`config.mk`:
```
export PLATFORM = sky130hd
export DESIGN_NAME = link_err_counters
export DESIGN_NICKNAME = d
export VERILOG_FILES = /design/src/rtl/lec_pkg.sv /design/src/rtl/lec_regdec.sv /design/src/rtl/lec_counter.sv /design/src/rtl/link_err_counters.sv
export SDC_FILE = /design/constraint.sdc
export NUM_CORES = 1
export LEC_CHECK = 0
export ABC_AREA = 0
export BUFFER_PORTS_ARGS = -buffer_cell sky130_fd_sc_hd__buf_4
export CAP_MARGIN = 20
export CELL_PAD_IN_SITES_DETAIL_PLACEMENT = 0
export CELL_PAD_IN_SITES_GLOBAL_PLACEMENT = 1
export CORE_MARGIN = 3
export CORE_UTILIZATION = 48
export CTS_CLUSTER_DIAMETER = 30
export DETAILED_ROUTE_END_ITERATION = 10
export PLACE_DENSITY_LB_ADDON = 0.1
export SLEW_MARGIN = 30
export SYNTH_ARGS = -nofsm -noshare
export SYNTH_HDL_FRONTEND = slang
export SYNTH_SLANG_ARGS = --single-unit
```
`constraint.sdc`:
```
create_clock -name clk -period 8 [get_ports clk]
set_input_delay 2.4 -clock clk [delete_from_list [all_inputs] [get_ports clk]]
set_output_delay 2.4 -clock clk [all_outputs]
set_load 0.02 [all_outputs]
```
`src/rtl/lec_pkg.sv`:
```
// Shared constants for the link error counter block.
// Assumes byte addressing with 16-bit registers on even addresses.
package lec_pkg;
    localparam int          LEC_CNT_W    = 16;
    localparam int          LEC_NUM      = 3;
    localparam int          LEC_ADDR_W   = 12;
    localparam logic [11:0] LEC_WIN_BASE = 12'h040;
    localparam logic [15:0] LEC_THR_RST  = 16'h8000;
endpackage

```
`src/rtl/lec_regdec.sv`:
```
// Register window decoder: turns a byte address into one-hot tally and
// limit selects. Each counter owns 4 bytes (tally, then limit).
// Assumes: odd addresses and addresses outside the window select nothing.
module lec_regdec #(
    parameter int                  NUM_CNT  = 3,
    parameter int                  ADDR_W   = 12,
    parameter logic [ADDR_W-1:0]   WIN_BASE = 12'h040
) (
    input  logic                 en,
    input  logic [ADDR_W-1:0]    addr,
    output logic [NUM_CNT-1:0]   cnt_sel,
    output logic [NUM_CNT-1:0]   thr_sel
);
    localparam int SPAN = 4 * NUM_CNT;

    logic [ADDR_W-1:0] off;
    logic [ADDR_W-1:0] slot;
    logic              in_win;

    // Offset inside the window and validity of the access
    always_comb begin
        off    = addr - WIN_BASE;
        slot   = off >> 2;
        in_win = en && (addr >= WIN_BASE) && (off < ADDR_W'(SPAN)) && !off[0];
    end

    for (genvar i = 0; i < NUM_CNT; i++) begin : g_sel
        assign cnt_sel[i] = in_win && !off[1] && (slot == ADDR_W'(i));
        assign thr_sel[i] = in_win &&  off[1] && (slot == ADDR_W'(i));
    end
endmodule

```
`src/rtl/lec_counter.sv`:
```
// One saturating error tally with its programmable limit and event.
// Assumes: a tally write beats a same-cycle error pulse; the event compares
// the incremented value with the limit held before the clock edge.
module lec_counter #(
    parameter int               CNT_W   = 16,
    parameter logic [CNT_W-1:0] THR_RST = 16'h8000
) (
    input  logic             clk,
    input  logic             rst_n,
    input  logic             cnt_wr,
    input  logic             thr_wr,
    input  logic [CNT_W-1:0] wdata,
    input  logic             err,
    output logic [CNT_W-1:0] cnt_q,
    output logic [CNT_W-1:0] thr_q,
    output logic             evt
);
    logic [CNT_W-1:0] cnt_inc;
    logic             sat;

    // Next value and saturation flag
    always_comb begin
        cnt_inc = cnt_q + CNT_W'(1);
        sat     = &cnt_q;
    end

    // Limit register
    always_ff @(posedge clk) begin
        if (!rst_n)      thr_q <= THR_RST;
        else if (thr_wr) thr_q <= wdata;
    end

    // Tally update and single-cycle event
    always_ff @(posedge clk) begin
        if (!rst_n) begin
            cnt_q <= '0;
            evt   <= 1'b0;
        end else begin
            evt <= 1'b0;
            if (cnt_wr) begin
                cnt_q <= wdata;
            end else if (err && !sat) begin
                cnt_q <= cnt_inc;
                evt   <= (cnt_inc == thr_q) && (thr_q != '0);
            end
        end
    end
endmodule

```
`src/rtl/link_err_counters.sv`:
```
// Top level: three link error tallies behind one register window, each
// feeding its own threshold event bit. Reads are combinational.
module link_err_counters
    import lec_pkg::*;
#(
    parameter int                CNT_W    = LEC_CNT_W,
    parameter int                NUM_CNT  = LEC_NUM,
    parameter int                ADDR_W   = LEC_ADDR_W,
    parameter logic [ADDR_W-1:0] WIN_BASE = LEC_WIN_BASE,
    parameter logic [CNT_W-1:0]  THR_RST  = LEC_THR_RST
) (
    input  logic               clk,
    input  logic               rst_n,
    input  logic               wr_en,
    input  logic [ADDR_W-1:0]  wr_addr,
    input  logic [CNT_W-1:0]   wr_data,
    input  logic [ADDR_W-1:0]  rd_addr,
    output logic [CNT_W-1:0]   rd_data,
    input  logic [NUM_CNT-1:0] err_pulse,
    output logic [NUM_CNT-1:0] thr_evt
);
    logic [NUM_CNT-1:0]            wr_cnt_sel, wr_thr_sel;
    logic [NUM_CNT-1:0]            rd_cnt_sel, rd_thr_sel;
    logic [NUM_CNT-1:0][CNT_W-1:0] cnt_all, thr_all;

    lec_regdec #(.NUM_CNT(NUM_CNT), .ADDR_W(ADDR_W), .WIN_BASE(WIN_BASE)) u_wdec (
        .en(wr_en), .addr(wr_addr), .cnt_sel(wr_cnt_sel), .thr_sel(wr_thr_sel)
    );

    lec_regdec #(.NUM_CNT(NUM_CNT), .ADDR_W(ADDR_W), .WIN_BASE(WIN_BASE)) u_rdec (
        .en(1'b1), .addr(rd_addr), .cnt_sel(rd_cnt_sel), .thr_sel(rd_thr_sel)
    );

    for (genvar i = 0; i < NUM_CNT; i++) begin : g_cnt
        lec_counter #(.CNT_W(CNT_W), .THR_RST(THR_RST)) u_cnt (
            .clk(clk), .rst_n(rst_n),
            .cnt_wr(wr_cnt_sel[i]), .thr_wr(wr_thr_sel[i]),
            .wdata(wr_data), .err(err_pulse[i]),
            .cnt_q(cnt_all[i]), .thr_q(thr_all[i]), .evt(thr_evt[i])
        );
    end

    // Read multiplexer; unmatched addresses return zero
    always_comb begin
        rd_data = '0;
        for (int i = 0; i < NUM_CNT; i++) begin
            if (rd_cnt_sel[i]) rd_data = cnt_all[i];
            if (rd_thr_sel[i]) rd_data = thr_all[i];
        end
    end
endmodule

```
==> results of run 1 <==
[sequential cells by signal (all words and copies together), names as in the netlist]
name,count
g_cnt.u_cnt.cnt_q,48
g_cnt.u_cnt.thr_q,48
g_cnt.u_cnt.evt,3
[cell usage after synthesis, types with 4 or more instances]
library cell and number:
mux2_2 14, a22oi_1 15, nand3_1 21, xor2_1 33, inv_1 12, nand4_1 16, or2_1 4, or4_1 8
and4_1 8, a21oi_1 102, nor2_1 48, dfxtp_1 99, o21ai_0 50, clkbuf_1 40, nor3_1 11, mux2i_1 40
nand2_1 133, a31oi_1 5, nand2b_1 4, buf_6 5, buf_2 21, a211oi_1 22, xnor2_1 74, o21a_1 4
nor4_1 19, and3_1 11
[path summary, 6_finish.rpt]
check | from | depth (start not counted) | to
hold / removal | g_cnt[0].u_cnt.thr_q[2] | 2 | g_cnt[0].u_cnt.thr_q[2]
setup reg to reg | g_cnt[0].u_cnt.cnt_q[0] | 7 | g_cnt[0].u_cnt.evt
setup / recovery | rd_addr[5] | 8 | rd_data[1]
hold reg to reg | g_cnt[0].u_cnt.thr_q[2] | 2 | g_cnt[0].u_cnt.thr_q[2]
[logic make-up (layout without fill, tap and decap cells)]
group	count (synthesis)	in the layout	share of synthesized area
flip-flops	99	99	0.2898
adder cells (fa/ha/maj)	3	3	0.005489
AND/OR/NAND/NOR	318	318	0.2373
multiplexers	54	54	0.08159
XOR/XNOR	107	107	0.1370
buffers and inverters	82	100	0.05598
AO/OA/AOI/OAI	223	223	0.1928
[cell type report]
type,count,area [sq um]
Fill cell,1282,6048
Multi-Input combinational cell,705,4474
Sequential cell,99,1982
Timing Repair Buffer,72,540.5
Clock buffer,14,284.0
Tap cell,176,220.2
Inverter,12,45.04
Clock inverter,2,16.27
[power by group]
part           total (mW)  internal [mW]  switching [mW]
sequential          0.502          0.496         0.00620
clock               0.446          0.247           0.199
combinational      0.0854         0.0345          0.0509
total                1.03          0.777           0.257
[worst max-delay path, delay by kind of cell]
family | cells | cell delay [ns]
AOI/OAI and AO/OA | 2 | 0.24
and+or+nand+nor | 3 | 1.67
buffers and inverters | 3 | 0.57
[metal layers]
metal	GRT usage	up-vias	wire (um)
met5	0	-	20
met4	0.08673	2	596
met3	0.06866	34	1969
met2	0.4416	311	10230
met1	0.4148	3137	10420
li1	-	3177	-
[through the flow]
| step | total power, mW | cells |
|---|---|---|
| finish | 1.034 | 1080 |
| global route | 1.064 | 1080 |
| CTS | 1.036 | 1080 |
| detailed placement | 0.5973 | 1064 |
| global placement | 0.5964 | 1064 |
| floorplan | 0.5526 | 886 |
==> results.toml, run 1 <==
[outcome]
status = "finished clean"

[critical_path]
cpMostUsedCell = "buf_4"
crit_type = "primary input to output pin"
slowest_delay_ns = 0.79
startpoint_type = "primary input"
crit_chain = "buf_4 -> nor4_1 -> nand2_1 -> nor4_2 -> buf_4 -> a22oi_1 -> a21oi_1 -> buf_4"
critPathRequiredTime_ns = 5.60
arrival_ns = 4.89
critical_path.slowest_cell = "nor4_2"
end_kind = "output pin"
reg2reg_slack_ns = 5.25
critPathMaxFanout = 9

[sta]
worst_clock_skew_ns = 0.006629
finalHoldViolations = 0
worst_hold_slack_ns = 0.5076
slew_viol_final = 0
fmax_mhz = 137.2
finalCritPeriodShare = 0.9111
slew_headroom = 0.3228
finalSetupTns_ns = 0
period_needed_ns = 7.289
tightest_slew_ns = 1.007
setup_violations = 0
rsz0062_at_grt = "false"
setup_ws_ns = 0.7109

[detailed_routing]
dr.pass1.iters = 6
routed_wl_mm = 23.23
vias_per_cell = 6.168
route.detailed.drc = 0
drtIter0Drc = 762
wl_per_cell_um = 21.51
num_vias = 6661
ant_nets = 0

[clocking]
numCtsBuffers = 9
clk_latency_ns = 0.36
cts_max_path_buffers = 2
htreeDepth = 3
clkTransAtPathRegs_ns = 0.07
cts_resized = 0
hold_buffers = 0
clkSinkCount = 99
root_buffer = "clkbuf_16"
cts_tree = "yes"
post-cts-setup-buffers = 0

[floorplanning]
die_y_um = 125.4
die_area_sq_mm = 0.01572
die_w_um = 125.4
io_pins = 65
num_rows = 42
core_sq_mm = 0.01361
start_util = 0.5025

[place]
post-dp-hpwl_mm = 16.54
io_buffers = 64
post-place-ws_ns = 0.8485
placed_cell_area_sq_mm = 0.007262
gp_congestion = 0.9473

[yosys]
syn_inst = 886
synth_area_sq_mm = 0.006839
synth_edf_count = 0
async_reset_ff_frac = 0
synth.distinct_cells = 65
yosysWarnings = 0
synth_seq_cells = 99
syn_area_per_cell_sq_um = 7.719
synth_top_cell_area_share = 0.2898
synth_ff_type = "dfxtp_1"
ys_top_cells_by_area = "dfxtp_1, xnor2_1, a21oi_1, nand2_1, mux2i_1"
ys_seq_area_frac = 0.2898
netlist.top_cell.by_area = "dfxtp_1"
syn_nets = 935

[cells_and_area]
final_nets = 948
final_common_cell = "nand2_1"
final_util = 0.5556
finalInstanceArea_sq_mm = 0.007562
final_cell_mix = "nand2_1, a21oi_1, dfxtp_1"
area_growth_pct = 10.57
n_antenna_cell = 0
post_route_cells_drive_above_1_share = 0.1394

[global_routing]
grt_pass1_wl_mm = 36.34
grt_pass1_vias = 6206
overflow = 0
track_usage = 0.2922
antenna_found_initial = 1
grt_start_max_net_pins = 67

[pwr]
pwr_density_cell_mw_per_mm2 = 136.7
vdd.ir_drop.worst_mv = 0.09967
leakage_nw = 2.638

[min_path]
min-delay-path-class = "flip-flop to flip-flop"

[job]
maxCapViolations = 0
Note: power is estimated with default switching activity, not from simulation.
==> run 2: changes to the inputs <==
- PLACE_DENSITY: unset -> 0.88
- PLACE_DENSITY_LB_ADDON: 0.1 -> unset
==> run 2 against run 1 <==
  * Cell count shrank 0.28%
  * Routed wire length shrank 3.4%
  * Final area shrank 0.46%
  * Sequential power is essentially flat
  * Non-clock buffer count shrank 3
  * Critical endpoint is now rd_data[13]
  * Largest power group unchanged
==> results.toml, run 2 (same netlist as run 1, synthesis figures left out) <==
[detailed_routing]
dr.pass1.iters = 5
vias_per_cell = 6.174
num_vias = 6649
routed_wl_mm = 22.45
ant_nets = 0
wl_per_cell_um = 20.84
drtIter0Drc = 629
route.detailed.drc = 0

[critical_path]
startpoint = "rd_addr[5]"
startpoint_type = "primary input"
slowest_delay_ns = 0.70
arrival_ns = 4.86
reg2reg_slack_ns = 5.25
critical_path.slowest_cell = "nand4b_1"
r2r-end = "g_cnt[0].u_cnt.evt"
critPathRequiredTime_ns = 5.60
crit_type = "primary input to output pin"
regToRegStartpoint = "g_cnt[0].u_cnt.cnt_q[0]"
critPathMaxFanout = 19
crit_chain = "buf_4 -> nor4_1 -> nand4b_1 -> o22ai_1 -> o21ai_0 -> a32oi_1 -> buf_4"
r2r_cells = 7
cpMostUsedCell = "buf_4"
end_kind = "output pin"

[global_routing]
track_usage = 0.2821
grt_pass1_wl_mm = 35.27
grt_pass1_vias = 6194
antenna_found_initial = 1
overflow = 0
grt_start_max_net_pins = 67

[clocking]
htreeDepth = 3
cts_resized = 0
clkSinkCount = 99
clk_latency_ns = 0.35
cts_max_path_buffers = 2
hold_buffers = 0
cts_tree = "yes"
clkTransAtPathRegs_ns = 0.07
post-cts-setup-buffers = 0
numCtsBuffers = 9
root_buffer = "clkbuf_16"

[cells_and_area]
n_antenna_cell = 0
area_growth_pct = 10.06
reg_top3 = "g_cnt.u_cnt.cnt_q x48, g_cnt.u_cnt.thr_q x48, g_cnt.u_cnt.evt x3"
final_util = 0.5530
final_cell_mix = "nand2_1, a21oi_1, dfxtp_1"
post_route_cells_drive_above_1_share = 0.1365
final_nets = 945
final_common_cell = "nand2_1"

[pwr]
switching_share = 0.2541
p_int_mw = 0.7596
p_comb_frac = 0.084
vdd.ir_drop.worst_mv = 0.1023
p_switching_mw = 0.2588
leakage_nw = 2.614
pwr_density_cell_mw_per_mm2 = 135.3
p_clk_frac = 0.424
seqPwrFrac = 0.493

[sta]
finalCritPeriodShare = 0.9075
slew_viol_final = 0
setup_violations = 0
finalSetupTns_ns = 0
period_needed_ns = 7.260
rsz0062_at_grt = "false"
slew_headroom = 0.4020
worst_clock_skew_ns = 0.006833
finalHoldViolations = 0
tightest_slew_ns = 0.8971
worst_hold_slack_ns = 0.4934
fmax_mhz = 137.7

[min_path]
holdPathEnd = "g_cnt[0].u_cnt.thr_q[2]"
hold_path_depth = 2
hp-start = "g_cnt[0].u_cnt.thr_q[2]"
min-delay-path-class = "flip-flop to flip-flop"

[floorplanning]
die_w_um = 125.4
core_sq_mm = 0.01361
die_area_sq_mm = 0.01572
io_pins = 65
start_util = 0.5025
die_y_um = 125.4
num_rows = 42

[place]
io_buffers = 64
gp_congestion = 0.9594
post-dp-hpwl_mm = 16.22

[outcome]
status = "finished clean"

[job]
maxCapViolations = 0
-- run 2: changes by cell type in the layout (fill, tap and decap cells not counted) --
cell,previous run,this run
nor4_1,19,18
buf_4,72,69
clkbuf_1,1,2
clkinv_2,0,1
nor4_2,1,2
clkbuf_8,4,2
-- run 2: per-stage QoR --
stage	instance area, sq um	setup WS, ns	power [mW]	std cells
3_5_place_dp	7246	0.8216	0.5968	1061
2_1_floorplan	6839	1.468	0.5526	886
5_1_grt	7527	0.5473	1.049	1077
6_report	7527	0.7399	1.018	1077
4_1_cts	7527	0.8192	1.022	1077
3_3_place_gp	7239	0.8686	0.5959	1061
-- run 2: worst max-delay path, delay by kind of cell --
family / cells / cell delay [ns]
AOI/OAI and AO/OA: 3 / 0.79
buffers and inverters: 2 / 0.31
and+or+nand+nor: 2 / 1.35
-- run 2: power groups by stage --
stage / Clock (mW) / Combinational [mW] / Sequential [mW]
after global placement: 0 / 0.0830 / 0.513
final: 0.431 / 0.0850 / 0.502
after floorplan: 0 / 0.0414 / 0.511
after CTS: 0.437 / 0.0839 / 0.502
after detailed placement: 0 / 0.0837 / 0.513
after global routing: 0.456 / 0.0902 / 0.502
-- run 2: how the worst max path moves through the flow --
stage	endpoint	slack, ns	depth (start not counted)
6_report	rd_data[13]	0.74	7
5_1_grt	rd_data[13]	0.55	7
4_1_cts	rd_data[13]	0.82	7
3_5_place_dp	rd_data[13]	0.82	7
3_3_place_gp	rd_data[13]	0.87	7
2_1_floorplan	rd_data[13]	1.47	6
-- run 2: per-layer routing --
metal	vias up	track usage	share of wire
met1	3160	0.3888	0.44
met2	267	0.4375	0.45
met4	2	0.09503	0.033
met5	-	0	0.00031
li1	3172	-	-
met3	48	0.06354	0.075
-- run 2: layout make-up --
type	instances	area, sq um
fill	1342	6083
multi-input combinational	705	4481
sequential	99	1982
timing repair buffer	69	518.0
clock buffer	13	260.3
tap	176	220.2
inverter	12	45.04
clock inverter	3	21.27
